[src/rtl/irqbank_pkg.sv]
package irqbank_pkg;

    localparam int LINES   = 32;
    localparam int WORD_W  = 32;
    localparam int IDX_W   = 6;
    localparam int LINE_IW = $clog2(LINES);

    typedef logic [WORD_W-1:0] word_t;
    typedef logic [IDX_W-1:0]  idx_t;

    // Word index map (software-visible offsets)
    localparam idx_t IX_ENA      = idx_t'(32);
    localparam idx_t IX_ENA_SET  = idx_t'(33);
    localparam idx_t IX_ENA_CLR  = idx_t'(34);
    localparam idx_t IX_PEND     = idx_t'(35);
    localparam idx_t IX_RAW      = idx_t'(36);
    localparam idx_t IX_SOFT     = idx_t'(37);
    localparam idx_t IX_SOFT_SET = idx_t'(38);
    localparam idx_t IX_SOFT_CLR = idx_t'(39);
    localparam idx_t IX_GCFG     = idx_t'(40);
    localparam idx_t IX_STAT     = idx_t'(41);
    localparam idx_t IX_VBASE    = idx_t'(42);
    localparam idx_t IX_VADDR    = idx_t'(43);

    typedef enum logic [1:0] {
        MOP_NONE,
        MOP_LOAD,
        MOP_SET,
        MOP_CLR
    } mask_op_e;

    typedef struct packed {
        mask_op_e op;
        word_t    data;
    } mask_cmd_t;

    function automatic logic idx_is_line(idx_t ix);
        return ix < idx_t'(LINES);
    endfunction

    function automatic logic idx_writable(idx_t ix);
        logic w;
        w = idx_is_line(ix);
        case (ix)
            IX_ENA, IX_ENA_SET, IX_ENA_CLR,
            IX_SOFT, IX_SOFT_SET, IX_SOFT_CLR,
            IX_GCFG, IX_VBASE: w = 1'b1;
            default: ;
        endcase
        return w;
    endfunction

    function automatic mask_cmd_t mask_decode(logic wr, idx_t ix, idx_t ld, idx_t st,
                                              idx_t cl, word_t d);
        mask_cmd_t c;
        c.data = d;
        c.op   = MOP_NONE;
        if (wr) begin
            if (ix == ld)      c.op = MOP_LOAD;
            else if (ix == st) c.op = MOP_SET;
            else if (ix == cl) c.op = MOP_CLR;
        end
        return c;
    endfunction

    function automatic word_t mask_apply(mask_op_e op, word_t cur, word_t d);
        word_t n;
        case (op)
            MOP_LOAD: n = d;
            MOP_SET:  n = cur | d;
            MOP_CLR:  n = cur & ~d;
            default:  n = cur;
        endcase
        return n;
    endfunction

endpackage

[src/rtl/irqbank_sync.sv]
module irqbank_sync #(
    parameter int WIDTH  = 32,
    parameter int STAGES = 2
) (
    input  logic             clk,
    input  logic             rst,
    input  logic [WIDTH-1:0] d,
    output logic [WIDTH-1:0] q
);
    logic [WIDTH-1:0] chain [STAGES];

    for (genvar s = 0; s < STAGES; s++) begin : g_stage
        if (s == 0) begin : g_first
            always_ff @(posedge clk) begin
                if (rst) chain[s] <= '0;
                else     chain[s] <= d;
            end
        end else begin : g_next
            always_ff @(posedge clk) begin
                if (rst) chain[s] <= '0;
                else     chain[s] <= chain[s-1];
            end
        end
    end

    assign q = chain[STAGES-1];
endmodule

[src/rtl/irqbank_mask.sv]
module irqbank_mask
    import irqbank_pkg::*;
(
    input  logic      clk,
    input  logic      rst,
    input  mask_cmd_t cmd,
    output word_t     mask
);
    word_t mask_q;

    always_ff @(posedge clk) begin
        if (rst) mask_q <= '0;
        else     mask_q <= mask_apply(cmd.op, mask_q, cmd.data);
    end

    assign mask = mask_q;


    mask_rst_chk: assert property (@(posedge clk) rst |=> mask_q == '0);

    mask_load_chk: assert property (@(posedge clk) disable iff (rst)
        cmd.op == MOP_LOAD |=> mask_q == $past(cmd.data));

    mask_set_chk: assert property (@(posedge clk) disable iff (rst)
        cmd.op == MOP_SET |=> (mask_q & $past(cmd.data)) == $past(cmd.data));

    mask_clr_chk: assert property (@(posedge clk) disable iff (rst)
        cmd.op == MOP_CLR |=> (mask_q & $past(cmd.data)) == '0);

    mask_idle_chk: assert property (@(posedge clk) disable iff (rst)
        cmd.op == MOP_NONE |=> $stable(mask_q));
endmodule

[src/rtl/irqbank_cfg.sv]
module irqbank_cfg
    import irqbank_pkg::*;
#(
    parameter int NLINES = LINES,
    localparam int IW    = $clog2(NLINES)
) (
    input  logic                     clk,
    input  logic                     rst,
    input  logic                     we,
    input  logic [IW-1:0]            widx,
    input  word_t                    wdata,
    input  logic [IW-1:0]            ridx,
    output word_t                    rdata,
    output logic [NLINES*WORD_W-1:0] flat
);
    word_t cfg_q [NLINES];

    for (genvar k = 0; k < NLINES; k++) begin : g_line
        always_ff @(posedge clk) begin
            if (rst)                             cfg_q[k] <= '0;
            else if (we && widx == IW'(k))       cfg_q[k] <= wdata;
        end
        assign flat[k*WORD_W +: WORD_W] = cfg_q[k];


        cfg_wr_chk: assert property (@(posedge clk) disable iff (rst)
            (we && widx == IW'(k)) |=> flat[k*WORD_W +: WORD_W] == $past(wdata));
    end

    assign rdata = cfg_q[ridx];
endmodule

[src/rtl/irqbank_regs.sv]
module irqbank_regs
    import irqbank_pkg::*;
#(
    parameter int SYNC_STAGES = 2
) (
    input  logic                    clk,
    input  logic                    rst,
    input  logic [LINES-1:0]        irq_in,
    input  logic [IDX_W-1:0]        bus_idx,
    input  logic                    bus_wr,
    input  logic [WORD_W-1:0]       bus_wdata,
    input  logic                    bus_rd,
    output logic [WORD_W-1:0]       bus_rdata,
    output logic                    wr_err,
    input  logic [WORD_W-1:0]       rsv_status_i,
    input  logic [WORD_W-1:0]       rsv_vaddr_i,
    output logic [LINES*WORD_W-1:0] line_cfg_o,
    output logic [WORD_W-1:0]       enable_o,
    output logic [WORD_W-1:0]       pending_o,
    output logic [WORD_W-1:0]       gcfg_o,
    output logic [WORD_W-1:0]       vbase_o
);
    logic [LINES-1:0] irq_sync;
    word_t            raw_q, ena_w, soft_w, gcfg_q, vbase_q, rdata_q, cfg_rd, pend_w, rd_mux;
    logic             err_q, line_we;
    mask_cmd_t        ena_cmd, soft_cmd;

    irqbank_sync #(.WIDTH(LINES), .STAGES(SYNC_STAGES)) u_sync (
        .clk(clk), .rst(rst), .d(irq_in), .q(irq_sync)
    );

    always_ff @(posedge clk) begin
        if (rst) raw_q <= '0;
        else     raw_q <= word_t'(irq_sync);
    end

    assign ena_cmd  = mask_decode(bus_wr, bus_idx, IX_ENA,  IX_ENA_SET,  IX_ENA_CLR,  bus_wdata);
    assign soft_cmd = mask_decode(bus_wr, bus_idx, IX_SOFT, IX_SOFT_SET, IX_SOFT_CLR, bus_wdata);

    irqbank_mask u_ena  (.clk(clk), .rst(rst), .cmd(ena_cmd),  .mask(ena_w));
    irqbank_mask u_soft (.clk(clk), .rst(rst), .cmd(soft_cmd), .mask(soft_w));

    assign line_we = bus_wr && idx_is_line(bus_idx);

    irqbank_cfg #(.NLINES(LINES)) u_cfg (
        .clk(clk), .rst(rst),
        .we(line_we), .widx(bus_idx[LINE_IW-1:0]), .wdata(bus_wdata),
        .ridx(bus_idx[LINE_IW-1:0]), .rdata(cfg_rd),
        .flat(line_cfg_o)
    );

    always_ff @(posedge clk) begin
        if (rst) begin
            gcfg_q  <= '0;
            vbase_q <= '0;
        end else if (bus_wr) begin
            if (bus_idx == IX_GCFG)  gcfg_q  <= bus_wdata;
            if (bus_idx == IX_VBASE) vbase_q <= bus_wdata;
        end
    end

    assign pend_w = (raw_q | soft_w) & ena_w;

    always_comb begin
        rd_mux = '0;
        if (idx_is_line(bus_idx)) begin
            rd_mux = cfg_rd;
        end else begin
            case (bus_idx)
                IX_ENA:   rd_mux = ena_w;
                IX_PEND:  rd_mux = pend_w;
                IX_RAW:   rd_mux = raw_q;
                IX_SOFT:  rd_mux = soft_w;
                IX_GCFG:  rd_mux = gcfg_q;
                IX_STAT:  rd_mux = rsv_status_i;
                IX_VBASE: rd_mux = vbase_q;
                IX_VADDR: rd_mux = rsv_vaddr_i;
                default:  rd_mux = '0;
            endcase
        end
    end

    always_ff @(posedge clk) begin
        if (rst) begin
            rdata_q <= '0;
            err_q   <= 1'b0;
        end else begin
            if (bus_rd) rdata_q <= rd_mux;
            err_q <= bus_wr && !idx_writable(bus_idx);
        end
    end

    assign bus_rdata = rdata_q;
    assign wr_err    = err_q;
    assign enable_o  = ena_w;
    assign pending_o = pend_w;
    assign gcfg_o    = gcfg_q;
    assign vbase_o   = vbase_q;


    wr_err_cause_chk: assert property (@(posedge clk) disable iff (rst)
        wr_err |-> $past(bus_wr));

    stat_read_chk: assert property (@(posedge clk) disable iff (rst)
        (bus_rd && bus_idx == IX_STAT) |=> bus_rdata == $past(rsv_status_i));

    alias_read_chk: assert property (@(posedge clk) disable iff (rst)
        (bus_rd && (bus_idx == IX_ENA_SET || bus_idx == IX_SOFT_CLR)) |=> bus_rdata == '0);

    rdata_hold_chk: assert property (@(posedge clk) disable iff (rst)
        !bus_rd |=> $stable(bus_rdata));

    gcfg_guard_chk: assert property (@(posedge clk) disable iff (rst)
        (bus_wr && bus_idx == IX_STAT) |=> $stable(gcfg_o) && $stable(vbase_o));
endmodule

[config.mk]
export PLATFORM = sky130hd
export DESIGN_NAME = irqbank_regs
export DESIGN_NICKNAME = d
export VERILOG_FILES = /design/src/rtl/irqbank_pkg.sv /design/src/rtl/irqbank_sync.sv /design/src/rtl/irqbank_mask.sv /design/src/rtl/irqbank_cfg.sv /design/src/rtl/irqbank_regs.sv
export SDC_FILE = /design/constraint.sdc
export NUM_CORES = 2
export LEC_CHECK = 0
export ABC_CLOCK_PERIOD_IN_PS = 8200
export BUFFER_PORTS_ARGS = -buffer_cell sky130_fd_sc_hd__buf_2
export CORE_AREA = 3 3 511 513
export DETAILED_ROUTE_END_ITERATION = 6
export DIE_AREA = 0 0 514 516
export PLACE_DENSITY = 0.4
export RECOVER_POWER = 25
export SLEW_MARGIN = 20
export SYNTH_ARGS = -nofsm -noshare
export SYNTH_HDL_FRONTEND = slang
export SYNTH_SLANG_ARGS = --single-unit
[constraint.sdc]
create_clock -name clk -period 8.2 [get_ports clk]
set_input_delay 0.41 -clock clk [delete_from_list [all_inputs] [get_ports clk]]
set_output_delay 0.41 -clock clk [all_outputs]
set_load 0.01 [all_outputs]
* Yosys cells after proc, flatten, opt, wreduce, memory -nomap -nowiden
Memories as Yosys holds them, arrays and structs flattened. A register that Yosys moved wholly into a read port is not among the register bits. Cells that the tools add are included.
Word-level totals: register bits 161, bits in latches 0, memory bits (writable) 1088, ROM bits 0, output and inout port bits 1185, word-level logic and storage cells 287, memories 2
Operators by class: add/subtract/negate cells 0, multiply operators 0, div/mod/pow operators 0, magnitude comparators 1, equal/unequal tests 49, shift-type cells 0, multiplexer cells 147, bitwise gates (word level) 41, reductions and logical operators 41
Memory list:
- u_cfg.cfg_q | words 32, width 32, rd ports 33, clocked after Yosys merged registers in 0, write ports 32, RTL line irqbank_cfg.sv:16 | word_t cfg_q [NLINES];
- u_sync.chain | words 2, width 32, rd ports 2, clocked after Yosys merged registers in 1, write ports 2, RTL line irqbank_sync.sv:10 | logic [WIDTH-1:0] chain [STAGES];
Operators by type and width (number):
- 32-bit two-way mux | 35
- 32-bit case mux with 8 select lines | 1
- 32-bit case mux with 3 select lines | 2
- 1-bit two-way mux | 101
- 32-bit bitwise AND | 3
- 32-bit bitwise OR | 3
- 5-bit equality test, second input constant | 16
- 6-bit equality test, second input constant | 12
- 5-bit by 4-bit equality test with 1-bit output, second input constant | 8
- 1-bit logical AND | 34
- 1-bit bitwise OR | 34
- 32-bit NOT | 1
- 5-bit by 3-bit equality test with 1-bit output, second input constant | 4
- 2-bit two-way mux | 8
- 5-bit by 2-bit equality test with 1-bit output, second input constant | 2
- 2-bit equality test, second input constant | 4
- 8-bit OR reduction | 1
- 6-bit < comparator, second input constant | 1
- 3-bit nonzero test | 2
- 5-bit by 1-bit equality test with 1-bit output, second input constant | 1
- 5-bit logical NOT | 1
- 2-bit by 1-bit equality test with 1-bit output, second input constant | 2
- 2-bit AND reduction | 2
- 1-bit logical NOT | 1

* Longest topological paths before layout
depth in word-level cells 7, gate-level depth with buffers 10

* Modules after synthesis
A second synthesis with hierarchy kept.
Unflattened totals: cells, all modules 4790, area total of the unflattened synthesis 58899.0 µm²
By module, submodules not included:
- irqbank_cfg | instances 1, cells an instance 3498, area an instance 47468.0 µm²
- irqbank_regs | instances 1, cells an instance 809, area an instance 6775.2 µm²
- irqbank_mask | instances 2, cells an instance 174, area an instance 1368.8 µm²
- irqbank_sync | instances 1, cells an instance 135, area an instance 1918.1 µm²

* Worst setup path after synthesis
OpenSTA, ideal clock, no wires.
kind input-to-reg, start point input bus_idx[4], end point memory u_cfg.cfg_q[23][0] (netlist bit), enable pin, data arrival time 3.101 ns, required time 7.772 ns, setup slack 4.671 ns, stages on the path 6, path through buf_2 -> clkbuf_1 -> clkbuf_1 -> nand3b_1 -> clkbuf_1 -> o21bai_1
RTL lines:
- start, declared | RTL line irqbank_regs.sv:9 | input logic [IDX_W-1:0] bus_idx,
- end, declared | RTL line irqbank_cfg.sv:16

==> results by group <==
Power and ir drop
  • Leak pwr: 25.3 nW
  • Power density cells: 230 nW/µm²
  • IR drop worst, VDD: 185 µV
  • Total power of the final layout: 16.7 mW

STA
  • Unrepaired setup endpoints after global routing: no
  • Fmax: 190 MHz
  • Final setup violation count: 0
  • Setup skew after layout: 0.0645 ns
  • Final Slew Violations: 222
  • Worst Tran Pin Value: 4.54 ns
  • Final hold violation count: 0
  • Worst rel slew slack: -202%
  • Total Negative Setup Slacks: 0 ns
  • Clock period minus worst slack: 5.27 ns
  • Post-route clock period utilization: 64.3%

Placement
  • Port buffer count: 1,322
  • Final RePlAce weighted congestion: 0.885
  • DP HPWL: 266,000 µm
  • Post-Place Cells: 8,642

Final layout
  • Most frequent standard cell in the layout excluding fill and tap cells: sky130_fd_sc_hd__and2_1
  • Fraction of final layout cells with drive strength greater than 1: 23.1%
  • Most frequent cells in the layout: 1,030 x sky130_fd_sc_hd__and2_1, 1,024 x sky130_fd_sc_hd__edfxtp_1, 812 x sky130_fd_sc_hd__clkbuf_1
  • Number of standard cells in the layout, taps in and fillers out: 9,004
  • Final Core Density: 28.3%
  • Number of filler cells placed in the layout: 26,665
  • Final net count: 5,593
  • Layout-stage area growth over the synthesis result: 26.9%

Die
  • Number of top-level design ports: 1,323
  • Cell row count: 186
  • Chip height: 516 µm
  • CORE AREA: 257,000 µm²
  • Die X-Extent: 514 µm
  • Starting density of the core: 22.3%
  • Die area: 265,000 µm²

Routing
  • DR iter-0 viols: 5,671
  • Avg Vias per Cell: 4.97
  • Total via count in the routed design: 44,744
  • Antenna viol nets, final: 0
  • First-pass detailed-route iteration total: 7
  • WL final: 363,000 µm
  • Wire length per cell after detailed routing: 40.3 µm
  • Detailed-route DRC error count: 0

Worst setup path
  • Setup crit start: rst
  • Worst setup SP type: input port
  • Beginning of the worst register-to-register path: u_cfg.cfg_q[22][11]
  • CP Capture Type: flop
  • Critical path fanouts, max: 188
  • Data required time at the worst endpoint: 8.62 ns
  • End of the worst register-to-register path: bus_rdata[11]
  • Reg2Reg Setup Slack: 5.14 ns
  • Arrival time at the worst endpoint: 5.69 ns
  • Crit path kind: in2reg
  • Worst Reg2Reg Path Length in Cells: 6

Yosys
  • Top_reg_cell synth: sky130_fd_sc_hd__edfxtp_1
  • Share of flip-flops with an asynchronous set or reset after synthesis: 0%
  • Fraction of the yosys area taken by sequential cells: 62.6%
  • Syn Inst Count: 4,228
  • Synthesis-stage register bit count: 1,281
  • Mapped cell area: 57,400 µm²
  • Post-synth EDFFs: 1,024
  • Total of warnings raised by yosys: 0
  • Net count after synthesis: 4,366
  • Syn_area_per_cell: 13.6 µm²
  • Count of distinct cell types in the synthesized netlist: 56

Global routing
  • Wire length of the first global-routing pass: 463,000 µm
  • Leftover overflow at the end of global routing: 0
  • Number of antenna violations at the first check in global routing: 77
  • Pin count of the biggest net entering global routing: 189
  • GRT Total Usage: 26.2%
  • Number of global-route vias before repair: 42,804

CTS
  • Clock transition at the registers of the reported paths: 0.06 ns
  • Sinks on Clock Net: 1,281
  • Worst-skew pair later-pin latency: 0.85 ns
  • Max clock buf depth: 3
  • CTS tree: built
  • Num CTS Buffers: 161
  • CTS HTree Levels: 4
  • CTS Root Buffer Type: sky130_fd_sc_hd__clkbuf_16
  • Post-cts repair resize count: 0

Hold path
  • Path class of the lowest-slack min-delay path: in2reg
  • End point of the most critical hold path: bus_rdata[12]
  • Number of stages on the worst hold path: 3
  • Startpoint of the tightest hold check path: rsv_vaddr_i[12]

Outcome
  • Outcome: finished, violations left
  • Violated checks: capacitance limit, slew limit

Job
  • Max-cap violation count: 2
stage by stage:
step / worst slack, ns / hold slack, ns / cell area [µm²]
finish: 2.93 / 0.0651 / 72800
global route: 2.77 / 0.0531 / 72700
CTS: 4.61 / 0.0161 / 73700
detailed placement: 3.73 / 0.420 / 68000
global placement: 3.76 / 0.417 / 67900
floorplan: 4.67 / 0.414 / 57400
logic make-up after synthesis:
kind of cell	share of synthesized area, %
AO/OA/AOI/OAI	7.47
XOR/XNOR	0.489
buffers and inverters	3.62
flip-flops	62.6
multiplexers	9.91
AND/OR/NAND/NOR	15.9
where the power goes:
| group | leakage (nW) | internal, mW | switching, mW |
|---|---|---|---|
| clock | 2.58 | 4.08 | 3.14 |
| combinational | 10.8 | 0.524 | 1.32 |
| sequential | 11.8 | 7.33 | 0.307 |
cell usage after synthesis, types with 57 or more instances:
cell type | count | share of area, %
sky130_fd_sc_hd__dfxtp_1 | 257 | 9.0
sky130_fd_sc_hd__clkbuf_1 | 352 | 2.3
sky130_fd_sc_hd__and2_1 | 1030 | 11
sky130_fd_sc_hd__nor2b_1 | 101 | 1.1
sky130_fd_sc_hd__a21oi_1 | 97 | 0.85
sky130_fd_sc_hd__edfxtp_1 | 1024 | 54
sky130_fd_sc_hd__nand3_1 | 76 | 0.66
sky130_fd_sc_hd__mux2_2 | 62 | 1.2
sky130_fd_sc_hd__mux2i_1 | 64 | 1.1
sky130_fd_sc_hd__a211oi_1 | 73 | 0.96
sky130_fd_sc_hd__nor2_1 | 81 | 0.53
sky130_fd_sc_hd__buf_2 | 57 | 0.50
sky130_fd_sc_hd__a22oi_1 | 87 | 1.1
sky130_fd_sc_hd__mux4_2 | 192 | 7.5
sky130_fd_sc_hd__nand2_1 | 188 | 1.2
flip-flops by register name, summed over array words and instances, names as in the netlist:
| signal | cells |
|---|---|
| u_sync.chain | 64 |
| raw_q | 32 |
| u_ena.mask | 32 |
| gcfg_o | 32 |
| bus_rdata | 32 |
| vbase_o | 32 |
| u_cfg.cfg_q | 1024 |
| u_soft.mask | 32 |
| wr_err | 1 |
per-layer routing:
metal  vias up  global-route usage (%)  part of all wire [%]  wire length [µm]
li1      18077                       -                     -                 -
met1     23390                    32.5                    39            141000
met2      2742                    42.1                    46            166000
met3       491                    8.70                    10             37700
met4        44                    10.2                   4.9             17700
met5         -                       0                 0.081               294
layout make-up:
type | count | area [µm²] | share of cell area (%)
antenna | 32 | 80.1 | 0.110
sequential | 1281 | 35900 | 49.3
clock buffer | 214 | 4510 | 6.19
timing repair buffer | 1522 | 7300 | 10.0
tap | 3384 | 4230 | 5.82
multi-input combinational | 2489 | 20000 | 27.5
clock inverter | 82 | 781 | 1.07
repair_timing:
| item | 4_1_cts | 5_1_grt |
|---|---|---|
| buffers inserted | 0 | 0 |
| hold buffers | 34 | 0 |
| endpoints found under the hold margin | 34 | 0 |
worst max path at each step:
stage,to,slack [ns],cells after the start
after floorplan,u_cfg.cfg_q[23][0],4.67,6
after detailed placement,bus_rdata[9],3.73,8
after CTS,bus_rdata[9],4.61,8
after global placement,bus_rdata[9],3.76,8
after global routing,u_cfg.cfg_q[11][15],2.77,4
final,u_cfg.cfg_q[11][15],2.93,4
worst max-delay path, cell delays in order:
cell	delay [ns]
sky130_fd_sc_hd__buf_8	0.47
sky130_fd_sc_hd__clkbuf_2	3.12
sky130_fd_sc_hd__a31o_2	0.68
sky130_fd_sc_hd__buf_4	0.59
No activity file was read; power rests on OpenSTA's default activity.
